`config.mk`:
```
export PLATFORM = sky130hd
export DESIGN_NAME = decade_freq_divider
export DESIGN_NICKNAME = d
export VERILOG_FILES = /design/src/rtl/decdiv_pkg.sv /design/src/rtl/sel_debounce.sv /design/src/rtl/pause_timer.sv /design/src/rtl/square_divider.sv /design/src/rtl/decade_freq_divider.sv
export SDC_FILE = /design/constraint.sdc
export NUM_CORES = 1
export LEC_CHECK = 0
export BUFFER_PORTS_ARGS = -buffer_cell sky130_fd_sc_hd__buf_4
export CORE_ASPECT_RATIO = 2
export CORE_MARGIN = 2
export CORE_UTILIZATION = 65
export DETAILED_ROUTE_END_ITERATION = 8
export HOLD_SLACK_MARGIN = 0.1
export MAX_ROUTING_LAYER = met4
export PLACE_DENSITY = 0.93
export SLEW_MARGIN = 20
export SYNTH_ARGS = -nofsm -noshare
export SYNTH_HDL_FRONTEND = slang
export SYNTH_SLANG_ARGS = --single-unit
```
`constraint.sdc`:
```
create_clock -name clk -period 5.6 [get_ports clk]
set_input_delay 0.84 -clock clk [delete_from_list [all_inputs] [get_ports clk]]
set_output_delay 0.84 -clock clk [all_outputs]
set_load 0.02 [all_outputs]
```
`src/rtl/decdiv_pkg.sv`:
```
`timescale 1ns/1ps
package decdiv_pkg;
  localparam int unsigned NUM_POS = 10;
  localparam int unsigned SEL_W   = 4;

  // Half-period in clock cycles for a selector position; 0 means Off.
  function automatic int unsigned half_count(int unsigned pos, int unsigned decade);
    int unsigned v;
    if (pos == 0 || pos >= NUM_POS) return 0;
    if (pos == 1) return 1;
    if (pos == 2) return 2;
    v = 5;
    for (int unsigned i = 3; i < NUM_POS; i++) begin
      if (i < pos) v = v * decade;
    end
    return v;
  endfunction
endpackage

```
`src/rtl/sel_debounce.sv`:
```
`timescale 1ns/1ps
module sel_debounce
  import decdiv_pkg::*;
#(
  parameter int unsigned DEB_CYCLES = 64
) (
  input  logic             clk,
  input  logic             rst_n,
  input  logic [SEL_W-1:0] code_in,
  output logic [SEL_W-1:0] pos_o,
  output logic             chg_o
);
  localparam int unsigned CNT_W = $clog2(DEB_CYCLES + 1);
  localparam logic [CNT_W-1:0] CNT_LAST = CNT_W'(DEB_CYCLES - 1);

  logic [SEL_W-1:0] sync1, sync2, cand, acc;
  logic [SEL_W-1:0] norm;
  logic [CNT_W-1:0] stable_cnt;
  logic             chg;

  // Codes beyond the last position alias to Off.
  always_comb norm = (sync2 >= SEL_W'(NUM_POS)) ? '0 : sync2;

  always_ff @(posedge clk or negedge rst_n) begin
    if (!rst_n) begin
      sync1      <= '0;
      sync2      <= '0;
      cand       <= '0;
      acc        <= '0;
      stable_cnt <= '0;
      chg        <= 1'b0;
    end else begin
      sync1 <= code_in;
      sync2 <= sync1;
      chg   <= 1'b0;
      if (norm != cand) begin
        cand       <= norm;
        stable_cnt <= '0;
      end else if (stable_cnt == CNT_LAST) begin
        if (cand != acc) begin
          acc <= cand;
          chg <= 1'b1;
        end
      end else begin
        stable_cnt <= stable_cnt + 1'b1;
      end
    end
  end

  assign pos_o = acc;
  assign chg_o = chg;

  AST_POS_RANGE: assert property (@(posedge clk) disable iff (!rst_n)
    acc < SEL_W'(NUM_POS));
  AST_CHG_IS_NEW: assert property (@(posedge clk) disable iff (!rst_n)
    chg |-> acc != $past(acc));
endmodule

```
`src/rtl/pause_timer.sv`:
```
`timescale 1ns/1ps
module pause_timer #(
  parameter int unsigned PAUSE_CYCLES = 25000
) (
  input  logic clk,
  input  logic rst_n,
  input  logic start,
  output logic busy
);
  localparam int unsigned CNT_W = $clog2(PAUSE_CYCLES + 1);
  localparam logic [CNT_W-1:0] CNT_LAST = CNT_W'(PAUSE_CYCLES - 1);

  logic [CNT_W-1:0] cnt;
  logic             busy_q;

  always_ff @(posedge clk or negedge rst_n) begin
    if (!rst_n) begin
      cnt    <= '0;
      busy_q <= 1'b0;
    end else if (start) begin
      cnt    <= '0;
      busy_q <= 1'b1;
    end else if (busy_q) begin
      if (cnt == CNT_LAST) busy_q <= 1'b0;
      else                 cnt    <= cnt + 1'b1;
    end
  end

  assign busy = busy_q;

  AST_PAUSE_BOUND: assert property (@(posedge clk) disable iff (!rst_n)
    busy_q |-> cnt <= CNT_LAST);
endmodule

```
`src/rtl/square_divider.sv`:
```
`timescale 1ns/1ps
module square_divider #(
  parameter int unsigned CNT_W = 23
) (
  input  logic             clk,
  input  logic             rst_n,
  input  logic             run,
  input  logic [CNT_W-1:0] half_m1,
  output logic             q
);
  logic [CNT_W-1:0] cnt;
  logic             q_r;

  always_ff @(posedge clk or negedge rst_n) begin
    if (!rst_n) begin
      cnt <= '0;
      q_r <= 1'b0;
    end else if (!run) begin
      cnt <= '0;
      q_r <= 1'b0;
    end else if (cnt == half_m1) begin
      cnt <= '0;
      q_r <= ~q_r;
    end else begin
      cnt <= cnt + 1'b1;
    end
  end

  assign q = q_r;

  AST_CNT_BOUND: assert property (@(posedge clk) disable iff (!rst_n)
    run |-> cnt <= half_m1);
  AST_IDLE_LOW: assert property (@(posedge clk) disable iff (!rst_n)
    !run |=> !q_r);
  AST_FRESH_START: assert property (@(posedge clk) disable iff (!rst_n)
    $rose(run) |-> (!q_r && cnt == '0));
endmodule

```
`src/rtl/decade_freq_divider.sv`:
```
`timescale 1ns/1ps
module decade_freq_divider
  import decdiv_pkg::*;
#(
  parameter int unsigned DECADE      = 10,
  parameter int unsigned CMP_CYCLES  = 1000,
  parameter int unsigned CMP_PERIODS = 25,
  parameter int unsigned DEB_CYCLES  = 64
) (
  input  logic             clk,
  input  logic             rst_n,
  input  logic [SEL_W-1:0] sel_code,
  output logic             ref_out,
  output logic             div_out
);
  localparam int unsigned PAUSE_CYCLES = CMP_CYCLES * CMP_PERIODS;
  localparam int unsigned MAX_HALF     = half_count(NUM_POS - 1, DECADE);
  localparam int unsigned HALF_W       = $clog2(MAX_HALF + 1);
  localparam int unsigned TAB_N        = 1 << SEL_W;

  logic [SEL_W-1:0]  pos;
  logic              chg;
  logic              pausing;
  logic              run;
  logic [HALF_W-1:0] half_tab [TAB_N];
  logic [HALF_W-1:0] half_m1;

  assign ref_out = clk;

  for (genvar g = 0; g < TAB_N; g++) begin : g_tab
    assign half_tab[g] = HALF_W'(half_count(g, DECADE));
  end

  sel_debounce #(.DEB_CYCLES(DEB_CYCLES)) u_deb (
    .clk     (clk),
    .rst_n   (rst_n),
    .code_in (sel_code),
    .pos_o   (pos),
    .chg_o   (chg)
  );

  pause_timer #(.PAUSE_CYCLES(PAUSE_CYCLES)) u_pause (
    .clk   (clk),
    .rst_n (rst_n),
    .start (chg),
    .busy  (pausing)
  );

  assign half_m1 = half_tab[pos] - 1'b1;
  assign run     = !pausing && !chg && (pos != '0);

  square_divider #(.CNT_W(HALF_W)) u_div (
    .clk     (clk),
    .rst_n   (rst_n),
    .run     (run),
    .half_m1 (half_m1),
    .q       (div_out)
  );

  AST_OFF_LOW: assert property (@(posedge clk) disable iff (!rst_n)
    (pos == '0) |=> !div_out);
  AST_PAUSE_LOW: assert property (@(posedge clk) disable iff (!rst_n)
    pausing |-> !div_out);
  AST_CHG_PAUSES: assert property (@(posedge clk) disable iff (!rst_n)
    chg |=> pausing);
endmodule

```
* Word-level counts from Yosys, hierarchy flattened
Memories as Yosys holds them, arrays and structs flattened. Index checks and enable logic that the tools add are counted.
Cells by class: $add $sub $neg 4, $mul 0, div/mod/pow operators 0, $lt $le $gt $ge 2, equal/unequal tests 8, shifts and indexed selects 0, muxes and demuxes 18, bitwise gates (word level) 3, reductions and logical operators 8
Operators with widths (number):
- $mux W23 | 4
- $mux W15 | 3
- $add A23 B1 Y23 const B | 1
- $eq A23 B23 Y1 | 1
- $sub A23 B1 Y23 const B | 1
- $add A15 B1 Y15 const B | 1
- $eq A15 B15 Y1 const B | 1
- $mux W7 | 2
- $mux W1 | 8
- $ne A4 B4 Y1 | 2
- $add A7 B1 Y7 const B | 1
- $eq A7 B6 Y1 const B | 1
- $ge A5 B5 Y1 const B | 1
- $not A4 Y5 | 1
- $ge A4 B4 Y1 const B | 1
- $mux W4 | 1
- $ne A2 B2 Y1 const B | 2
- $reduce_bool A4 Y1 | 1
- $reduce_and A3 Y1 | 1
- $logic_and A1 B1 Y1 | 2
- $logic_not A1 Y1 | 2
- $ne A2 B1 Y1 const B | 1
- $not A1 Y1 | 2
- $reduce_and A2 Y1 | 1
- $reduce_bool A2 Y1 | 1
Word-level totals: register bits after elaboration 64, latch bits 0, RAM bits 0, memory bits (read-only) 368, input bits 6, output and inout bits 2, logic and storage cells 54, memories kept 1
Memories:
- (name not given) | depth 16, width 23, rd ports 1, clocked after Yosys merged registers in 0, wr ports 0, line decade_freq_divider.sv:49 | assign half_m1 = half_tab[pos] - 1'b1;

* Longest topological paths before layout
Gate-level depths: netlist of run 1.
depth after elaboration 8, depth in mapped cells 15, gate-level depth less buffers 12

* Cells and area by module
A second synthesis of run 1 with hierarchy kept.
Unflattened totals: cells, all modules 389, area, all modules 3851.2 um^2
Modules (own cells, without submodules):
- square_divider | instances 1, cells each 140, area an instance 1427.6 um^2
- sel_debounce | instances 1, cells each 81, area an instance 1026.0 um^2
- pause_timer | instances 1, cells each 83, area an instance 822.0 um^2
- decade_freq_divider | instances 1, cells each 85, area an instance 575.6 um^2

==> results of run 1 <==
## flip-flops by register name, summed over array words and instances, names as in the netlist
signal / cells
u_deb.cand: 4
u_deb.chg_o: 1
u_deb.pos_o: 4
u_deb.stable_cnt: 7
u_deb.sync1: 4
u_deb.sync2: 4
u_div.cnt: 23
u_div.q: 1
u_pause.busy: 1
u_pause.cnt: 15
## power by group
group / switching, W / leakage [nW] / internal [W]
clock: 0.000206 / 0.167 / 0.000405
sequential: 0.00000544 / 0.871 / 0.000469
combinational: 0.0000159 / 0.786 / 0.00000799
total: 0.000227 / 1.82 / 0.000882
## metrics by stage
stage	total power [W]	area [sq um]
finish	0.00111	4410
global route	0.00114	4410
CTS	0.00112	4410
detailed placement	0.000527	4080
global placement	0.000526	4080
floorplan	0.000512	4080
## cells in the final DEF, fill, tap and decap left out, types with 3 or more instances in the layout
cell,count
sky130_fd_sc_hd__a211oi_1,3
sky130_fd_sc_hd__a21oi_1,13
sky130_fd_sc_hd__and3_1,7
sky130_fd_sc_hd__and3b_1,4
sky130_fd_sc_hd__and4_1,3
sky130_fd_sc_hd__buf_4,8
sky130_fd_sc_hd__clkbuf_1,3
sky130_fd_sc_hd__clkbuf_16,12
sky130_fd_sc_hd__dfrtp_1,64
sky130_fd_sc_hd__ha_1,10
sky130_fd_sc_hd__inv_1,7
sky130_fd_sc_hd__mux2_2,4
sky130_fd_sc_hd__mux2i_1,5
sky130_fd_sc_hd__nand2_1,21
sky130_fd_sc_hd__nand2b_1,3
sky130_fd_sc_hd__nand3_1,18
sky130_fd_sc_hd__nand4_1,13
sky130_fd_sc_hd__nor2_1,38
sky130_fd_sc_hd__nor3_1,11
sky130_fd_sc_hd__nor3_2,20
sky130_fd_sc_hd__nor3b_1,3
sky130_fd_sc_hd__nor4_1,4
sky130_fd_sc_hd__o21ai_0,7
sky130_fd_sc_hd__o22ai_1,3
sky130_fd_sc_hd__or3_1,8
sky130_fd_sc_hd__xnor2_1,19
sky130_fd_sc_hd__xor2_1,33
## worst max-delay path, delay by kind of cell
kind / cells / cell delay [ns]
buffers and inverters: 3 / 0.40
## kinds of logic (layout without fill, tap and decap cells)
family	count (synthesis)	in the layout	share of synthesized area, %
buffers and inverters	28	32	4.73
muxes	11	11	2.98
DFF	64	64	39.3
adders and majority gates	10	10	3.07
and+or+nand+nor	180	180	27.4
xor gates and xnor gates	52	52	11.2
AOI/OAI and AO/OA	57	57	11.4
## final timing paths
kind                                         endpoint  slack [ns]  cells past startpoint
setup reg to reg               u_div.cnt[1]$_DFF_PN0_        1.80                     13
hold / removal               u_deb.sync2[0]$_DFF_PN0_        0.35                      0
max in group asynchronous  u_pause.cnt[3]$_DFFE_PN0P_        4.58                      1
min in group asynchronous  u_deb.pos_o[1]$_DFFE_PN0P_        0.48                      1
setup / recovery                              ref_out        1.57                      3
hold reg to reg              u_deb.sync2[0]$_DFF_PN0_        0.35                      0
## layout make-up
cell class / instances / area share [%]
Timing Repair Buffer: 7 / 1.19
Multi-Input combinational cell: 310 / 51.8
Inverter: 7 / 0.596
Clock inverter: 1 / 0.114
Tap cell: 84 / 2.38
Sequential cell: 64 / 36.3
Clock buffer: 17 / 7.55
## layer usage
layer,GRT usage [%],up-vias,part of all wire [%]
li1,-,1453,-
met1,31.2,1599,34
met2,54.6,85,58
met3,6.36,31,3.8
met4,15.7,0,4.1
met5,-,-,0
==> metrics list, run 1 <==
- The run finished with clean final reports.
- In the final design database the tool counted between 400 and 500 nets.
- Number of nets with antenna violations after detailed routing: 0
* Leakage power: 1.82 nW
- Along the worst path, the maximum fanout reaches 2.
* FP Rows: 40
- Worst path arrival time: 3.19 ns
* Clock-pin slew on the worst setup and hold paths: 0.05 ns
- After detailed routing, the number of vias per cell comes to 6.47.
- Synth Warn #: 0
- Across the whole layout, storage elements account for roughly 1600 sq um.
- In this run, the number of DRC markers left after iteration 0 of detailed routing was 255.
- The congestion estimate from routability-driven global placement came to around 0.95.
* Post-synth ARST share: 100%
- Share of the yosys chip area belonging to registers: 39.3%
- Portion of synthesized cell area occupied by the leading cell type: 39.3%
* Mean instance size in the synthesized netlist: 10.1 sq um
- After the flow finishes, the layout carries non-filler instances totaling 490.
* Synth area leader: sky130_fd_sc_hd__dfrtp_1
- Largest stage delay, worst path: 0.15 ns
- In this run the critical register-to-register path is launched from u_deb.pos_o[1]$_DFFE_PN0P_.
* CP dominant cell by count: sky130_fd_sc_hd__clkbuf_16
- Total core area: 6060 sq um
* Total iterations of the first detailed-routing run: 4
- Setup slack closes at 1.57 ns.
* Start point of the critical path: clk
* Starting density of the core: 67.3%
* Dominant cell by count in the synthesized netlist: sky130_fd_sc_hd__dfrtp_1
- Clock latency on the worst-skew pair, taken at its later pin, is about 0.44 ns.
- Pwr dens: 252 nW/um^2
- Synthesis produced a netlist with a net count of 418.
- Quantity of hold-fixing buffers added after cts: 0
- Peak supply drop: 0.318 mV
- Placed wire-length estimate after detailed placement: 6.31 mm
- Pin count of the biggest net entering global routing: 65
- Cell types with the highest counts after synthesis: 64 x sky130_fd_sc_hd__dfrtp_1, 38 x sky130_fd_sc_hd__nor2_1, 33 x sky130_fd_sc_hd__xor2_1
* Sum Neg Setup Slack: 0 ns
- Buffers on Ports: 7
- Wire length of the first global-routing pass: 15.5 mm
- The tool flagged a number of max-cap violations equal to 0.
- Core utilization of the finished layout: 72.8%
* Hold Startpoint: u_deb.sync1[0]$_DFF_PN0_
- Number of antenna violations at the first check in global routing: 0
* Growth of design area from synthesis to finish: 8.10%
* Final hold viol count: 0
- Measured against its own limit, the worst slew margin works out to between 40% and 50%.
- Dividing the detail-routed wire length by the instance count gives 18.9 um.
- Width of the die: 60.0 um
- STA classifies the critical path endpoint as an output pin.
* Total area of multi-input combinational cells: 2280 sq um
* Vias after detailed routing: around 3,200
- Leftover overflow at the end of global routing: 0
- Worst slack on hold paths: approximately 0.35 ns
- Share of layout cells above drive strength 1: 17.5%
* Critical path data required time: roughly 4.8 ns
- The synthesized design contains 0 enable-type register cells.
- Flip-flop cell with the highest count after synthesis: sky130_fd_sc_hd__dfrtp_1
- Post-CTS resize count: 0
- Gr usage total: 31.1%
- The repair_antennas step left the layout with diodes totalling 0.
* Slew at the pin closest to its max-slew limit: 0.803 ns
* Synthesized netlist cell count: 402
* Number of global-route vias before repair: 3,206
* Number of top-level design ports: 8
- CTS tree: yes
- Total standard cell area after synthesis: slightly above 4000 sq um
- Ranked by total cell area, the synthesized netlist is headed by sky130_fd_sc_hd__dfrtp_1 39%, sky130_fd_sc_hd__xor2_1 7.1%, sky130_fd_sc_hd__nor3_2 4.9%, sky130_fd_sc_hd__xnor2_1 4.1%, sky130_fd_sc_hd__nor2_1 3.5%.
- Buffers added to address setup during post-CTS repair amount to 0.
* Post-synthesis cell type count: 81
- The die covers 6960 sq um.
- Setup repair after global routing left no endpoint under its margin.
- Cell count after placement: approximately 470
- Total detailed-routing wirelength: between 9 and 10 mm
- The largest individual stage delay along the critical path comes from the cell sky130_fd_sc_hd__buf_4.
* Vertical die dimension: about 120 um
* Setup slack after placement: 1.83 ns
- Synthesis-stage register bit count: 64
* Count of pins over their slew limit: 0
* Startpoint kind of the worst setup timing path: clock port
* Number of remaining DRC errors: 0
- In this run the worst hold path is classified as flip-flop to flip-flop.
- Number of setup violations in the final report: 0
- Clock skew on the completed layout was measured at 0.00749 ns.
* Number of inserted filler cells in the final layout: 418
- Cells traversed along the worst timing path: clkbuf_16 -> clkbuf_16 -> buf_4
- Worst setup path class: clock port to output pin
(Power assumes the default switching activity.)
==> inputs of run 2 (changes only) <==
--- a/config.mk
+++ b/config.mk
@@ -8,11 +8,11 @@
 export BUFFER_PORTS_ARGS = -buffer_cell sky130_fd_sc_hd__buf_4
 export CORE_ASPECT_RATIO = 2
 export CORE_MARGIN = 2
-export CORE_UTILIZATION = 65
+export CORE_UTILIZATION = 57
 export DETAILED_ROUTE_END_ITERATION = 8
 export HOLD_SLACK_MARGIN = 0.1
 export MAX_ROUTING_LAYER = met4
-export PLACE_DENSITY = 0.93
+export PLACE_DENSITY = 0.87
 export SLEW_MARGIN = 20
 export SYNTH_ARGS = -nofsm -noshare
 export SYNTH_HDL_FRONTEND = slang
==> constraint.sdc (replaced) <==
create_clock -name clk -period 3.4 [get_ports clk]
set_input_delay 0.51 -clock clk [delete_from_list [all_inputs] [get_ports clk]]
set_output_delay 0.51 -clock clk [all_outputs]
set_load 0.02 [all_outputs]
==> run 2 against run 1 <==
Net effect: core utilization decreased by 7.2 points; cell area grew 3.3%; die area is 13% higher; clock skew grew 0.0032 ns; register-to-register slack lost 1.6 ns; worst hold slack got worse by 0.20 ns; first-iteration DRC count fell by 30%; cell count increased by 3.3%; via count increased by 1.4%; clock power rose by 95%; sequential power rose by 64%; critical endpoint is now u_div.cnt[2]$_DFF_PN0_; highest routed layer unchanged.
==> metrics list, run 2 (synthesis gave the netlist of run 1 again) <==
- The share of the core filled with cells in the final layout came to 65.6% (-7.2 points).
- Startpoint kind of the worst setup timing path: flip-flop
- The total routing resource utilization after global routing was 27.6% (-3.5 points).
* Most frequent standard cell in the layout excluding fill and tap cells: sky130_fd_sc_hd__dfrtp_1
* CP Capture Type: flip-flop
- Number of nets with antenna violations after detailed routing: 0 (unchanged)
- Final period utilization: 93.4%
- The number of optimization iterations in the first detailed-route pass is 4 (unchanged).
- Buffers on Ports: 7 (unchanged)
- Number of antenna violations at the first check in global routing: 0 (unchanged)
- The fraction of final layout cells sized beyond drive strength 1 came to 20.0% (+2.5 points).
* Starting density of the core: 58.8% (-8.6 points)
- The critical path goes through inv_1 -> ha_1 -> mux2i_1 -> or2_2 -> ha_1 -> buf_4 -> a41oi_1 -> a2111oi_1 -> mux2_4 -> a311oi_4 -> nor4_4 -> buf_12 -> nor3_1.
- Number of global-route vias before repair: 3,458 (+7.9%)
- The leakage component of the power was 1.90 nW (+4.1%).
- Quantity of hold-fixing buffers added after cts: 0 (unchanged)
- Critical path data required time: 3.75 ns (-1.01 ns)
* Biggest registers after layout: u_div.cnt: 23 flops, u_pause.cnt: 15 flops, u_deb.stable_cnt: 7 flops
* Worst hold path class: primary input to asynchronous set/reset pin
- Post-CTS resize count: 0 (unchanged)
- The sum of routed wire length over all layers was 9.49 mm (+2.3%).
- The total power density per cell area is 442 nW/um^2 (+76%).
- The number of standard-cell rows in the floorplan was 43 (+7.5%).
* Clock latency at the later pin of the worst-skew pair: 0.46 ns (+0.02 ns)
* Largest stage delay, worst path: 0.39 ns (+0.24 ns)
* Number of remaining DRC errors: 0 (unchanged)
* Max_slew headroom: 47.4% (+0.91 points)
* Fin crit period: approximately 3.2 ns
- The DRC violation total after the first TritonRoute iteration came to 178 (-30%).
* Total Die Area: 7890 sq um (+13%)
- Critical Path Fanout Max: 23 (+21)
* Growth of design area from synthesis to finish: 11.7%
- Pin count of the biggest net entering global routing: 65 (unchanged)
* MaxCap Viol Count: 0 (unchanged)
- The leftover overflow at the end of global routing is 0 (unchanged).
- Largest register FFs: 23 (unchanged)
- Setup fix buffers added after clock tree synthesis: 0 (unchanged)
- In the layout the commonest cells are 64 x sky130_fd_sc_hd__dfrtp_1, 38 x sky130_fd_sc_hd__nor2_1, 33 x sky130_fd_sc_hd__xor2_1.
- By startpoint and endpoint, the worst setup path is classified as flip-flop to flip-flop.
- Slew at the pin closest to its max-slew limit: 0.789 ns (-0.0137 ns)
- The routed length per instance came to 18.7 um (-0.95%).
- Broken down by cell family, the worst path's largest delay share belongs to compound AO/OA/AOI/OAI gates.
* Placer's final routability congestion estimate: 0.926 (-3.0%)
- Vertical die dimension: 124 um (+6.6%)
- Achievable frequency: around 320 MHz
* Vias after detailed routing: 3,211 (+1.4%)
- Power, Total: 0.00201 W (+82%)
- Status: finished clean
- TritonCTS built the clock tree.
- The number of max-slew violations in the final report came to 0 (unchanged).
* Total core area: 6940 sq um (+15%)
- Sum Neg Setup Slack: 0 ns (unchanged)
- The clock slew seen by the registers of the worst setup and hold paths came to 0.05 ns (about the same).
- Placed wire-length estimate after detailed placement: 6.39 mm (+1.2%)
* Worst Slack Setup Final: 0.226 ns (-1.34 ns)
- The number of ports placed on the die boundary is 8 (unchanged).
- Final net count: 427 (+1.9%)
- The critical path data arrival time was 3.53 ns (+0.34 ns).
* Wire length of the first global-routing pass: 16.1 mm (+4.1%)
- Total non-filler cell area in the finished layout: 4550 sq um (+3.3%)
- On the critical path, the stage with the largest delay is an instance of sky130_fd_sc_hd__dfrtp_1.
- The total placed instance area was 4160 sq um (+2.0%).
- Number of setup violations in the final report: 0 (unchanged)
- The via count normalized by instance count was 6.35 (-1.8%).
- Among the stages of the critical path, the cell type that occurs most often is sky130_fd_sc_hd__ha_1.
- Peak supply drop: 0.444 mV (+40%)
- Register with the most flip-flops: u_div.cnt
- The post-place setup slack came to 0.268 ns (-1.56 ns).
- The width of the chip came to 63.8 um (+6.3%).
- The clock skew after layout was 0.0107 ns (+0.00319 ns).
- Buffers plus inverters on the worst setup path: 3 (unchanged)
* Inserted Diodes: 0 (unchanged)
- Setup repair after global routing left no endpoint under its margin.
- Final hold viol count: 0 (unchanged)
[run 2: cell count changes in the layout (fill, tap and decap cells not counted), sizes merged]
cell      change
clkbuf        -3
clkinvlp      +1
buf           +8
bufinv        +2
clkinv        +2
[run 2: cell type report]
type                            count  area, sq um
Clock buffer                       14          322
Timing Repair Buffer               15          125
Fill cell                         488         2390
Multi-Input combinational cell    310         2280
Sequential cell                    64         1600
Inverter                            7         26.3
Tap cell                           90          113
Clock inverter                      6         82.6
[run 2: worst reg2reg max path: stages (launching register included)]
cell                        delay, ns
sky130_fd_sc_hd__dfrtp_1         0.39
sky130_fd_sc_hd__inv_1           0.14
sky130_fd_sc_hd__ha_1            0.20
sky130_fd_sc_hd__mux2i_1         0.07
sky130_fd_sc_hd__or2_2           0.27
sky130_fd_sc_hd__ha_1            0.23
sky130_fd_sc_hd__buf_4           0.17
sky130_fd_sc_hd__a41oi_1         0.31
sky130_fd_sc_hd__a2111oi_1       0.16
sky130_fd_sc_hd__mux2_4          0.29
sky130_fd_sc_hd__a311oi_4        0.33
sky130_fd_sc_hd__nor4_4          0.09
sky130_fd_sc_hd__buf_12          0.18
sky130_fd_sc_hd__nor3_1          0.23
[run 2: per-stage QoR]
step           std cells  hold slack (ns)
3_5_place_dp         487            0.340
5_1_grt              506            0.157
2_1_floorplan        402            0.214
3_3_place_gp         487            0.331
6_report             506            0.144
4_1_cts              506            0.156
[run 2: path summary, 6_finish.rpt]
path / endpoint / cells past startpoint / startpoint / slack [ns]
worst max-delay path: u_div.cnt[2]$_DFF_PN0_ / 13 / u_deb.pos_o[1]$_DFFE_PN0P_ / 0.23
worst min register to register: u_deb.sync2[0]$_DFF_PN0_ / 0 / u_deb.sync1[0]$_DFF_PN0_ / 0.35
worst min-delay path: u_deb.stable_cnt[6]$_DFFE_PN0P_ / 1 / rst_n / 0.14
min in group clk: u_deb.sync1[3]$_DFF_PN0_ / 1 / sel_code[3] / 0.16
worst max register to register: u_div.cnt[2]$_DFF_PN0_ / 13 / u_deb.pos_o[1]$_DFFE_PN0P_ / 0.23
max in group asynchronous: u_pause.cnt[0]$_DFFE_PN0P_ / 1 / rst_n / 2.74
[run 2: layer usage]
layer  share of wire (%)  vias up  global-route usage (%)
met5                   0        -                       -
met4                 5.1        0                    20.7
met3                 3.0       43                    4.88
met2                  56      107                    47.8
met1                  36     1596                    27.2
li1                    -     1465                       -
[run 2: power by group]
part	internal [W]	total (W)	leakage, nW	switching, W
combinational	0.0000133	0.0000388	0.828	0.0000255
clock	0.000821	0.00119	0.200	0.000373
sequential	0.000772	0.000781	0.871	0.00000922
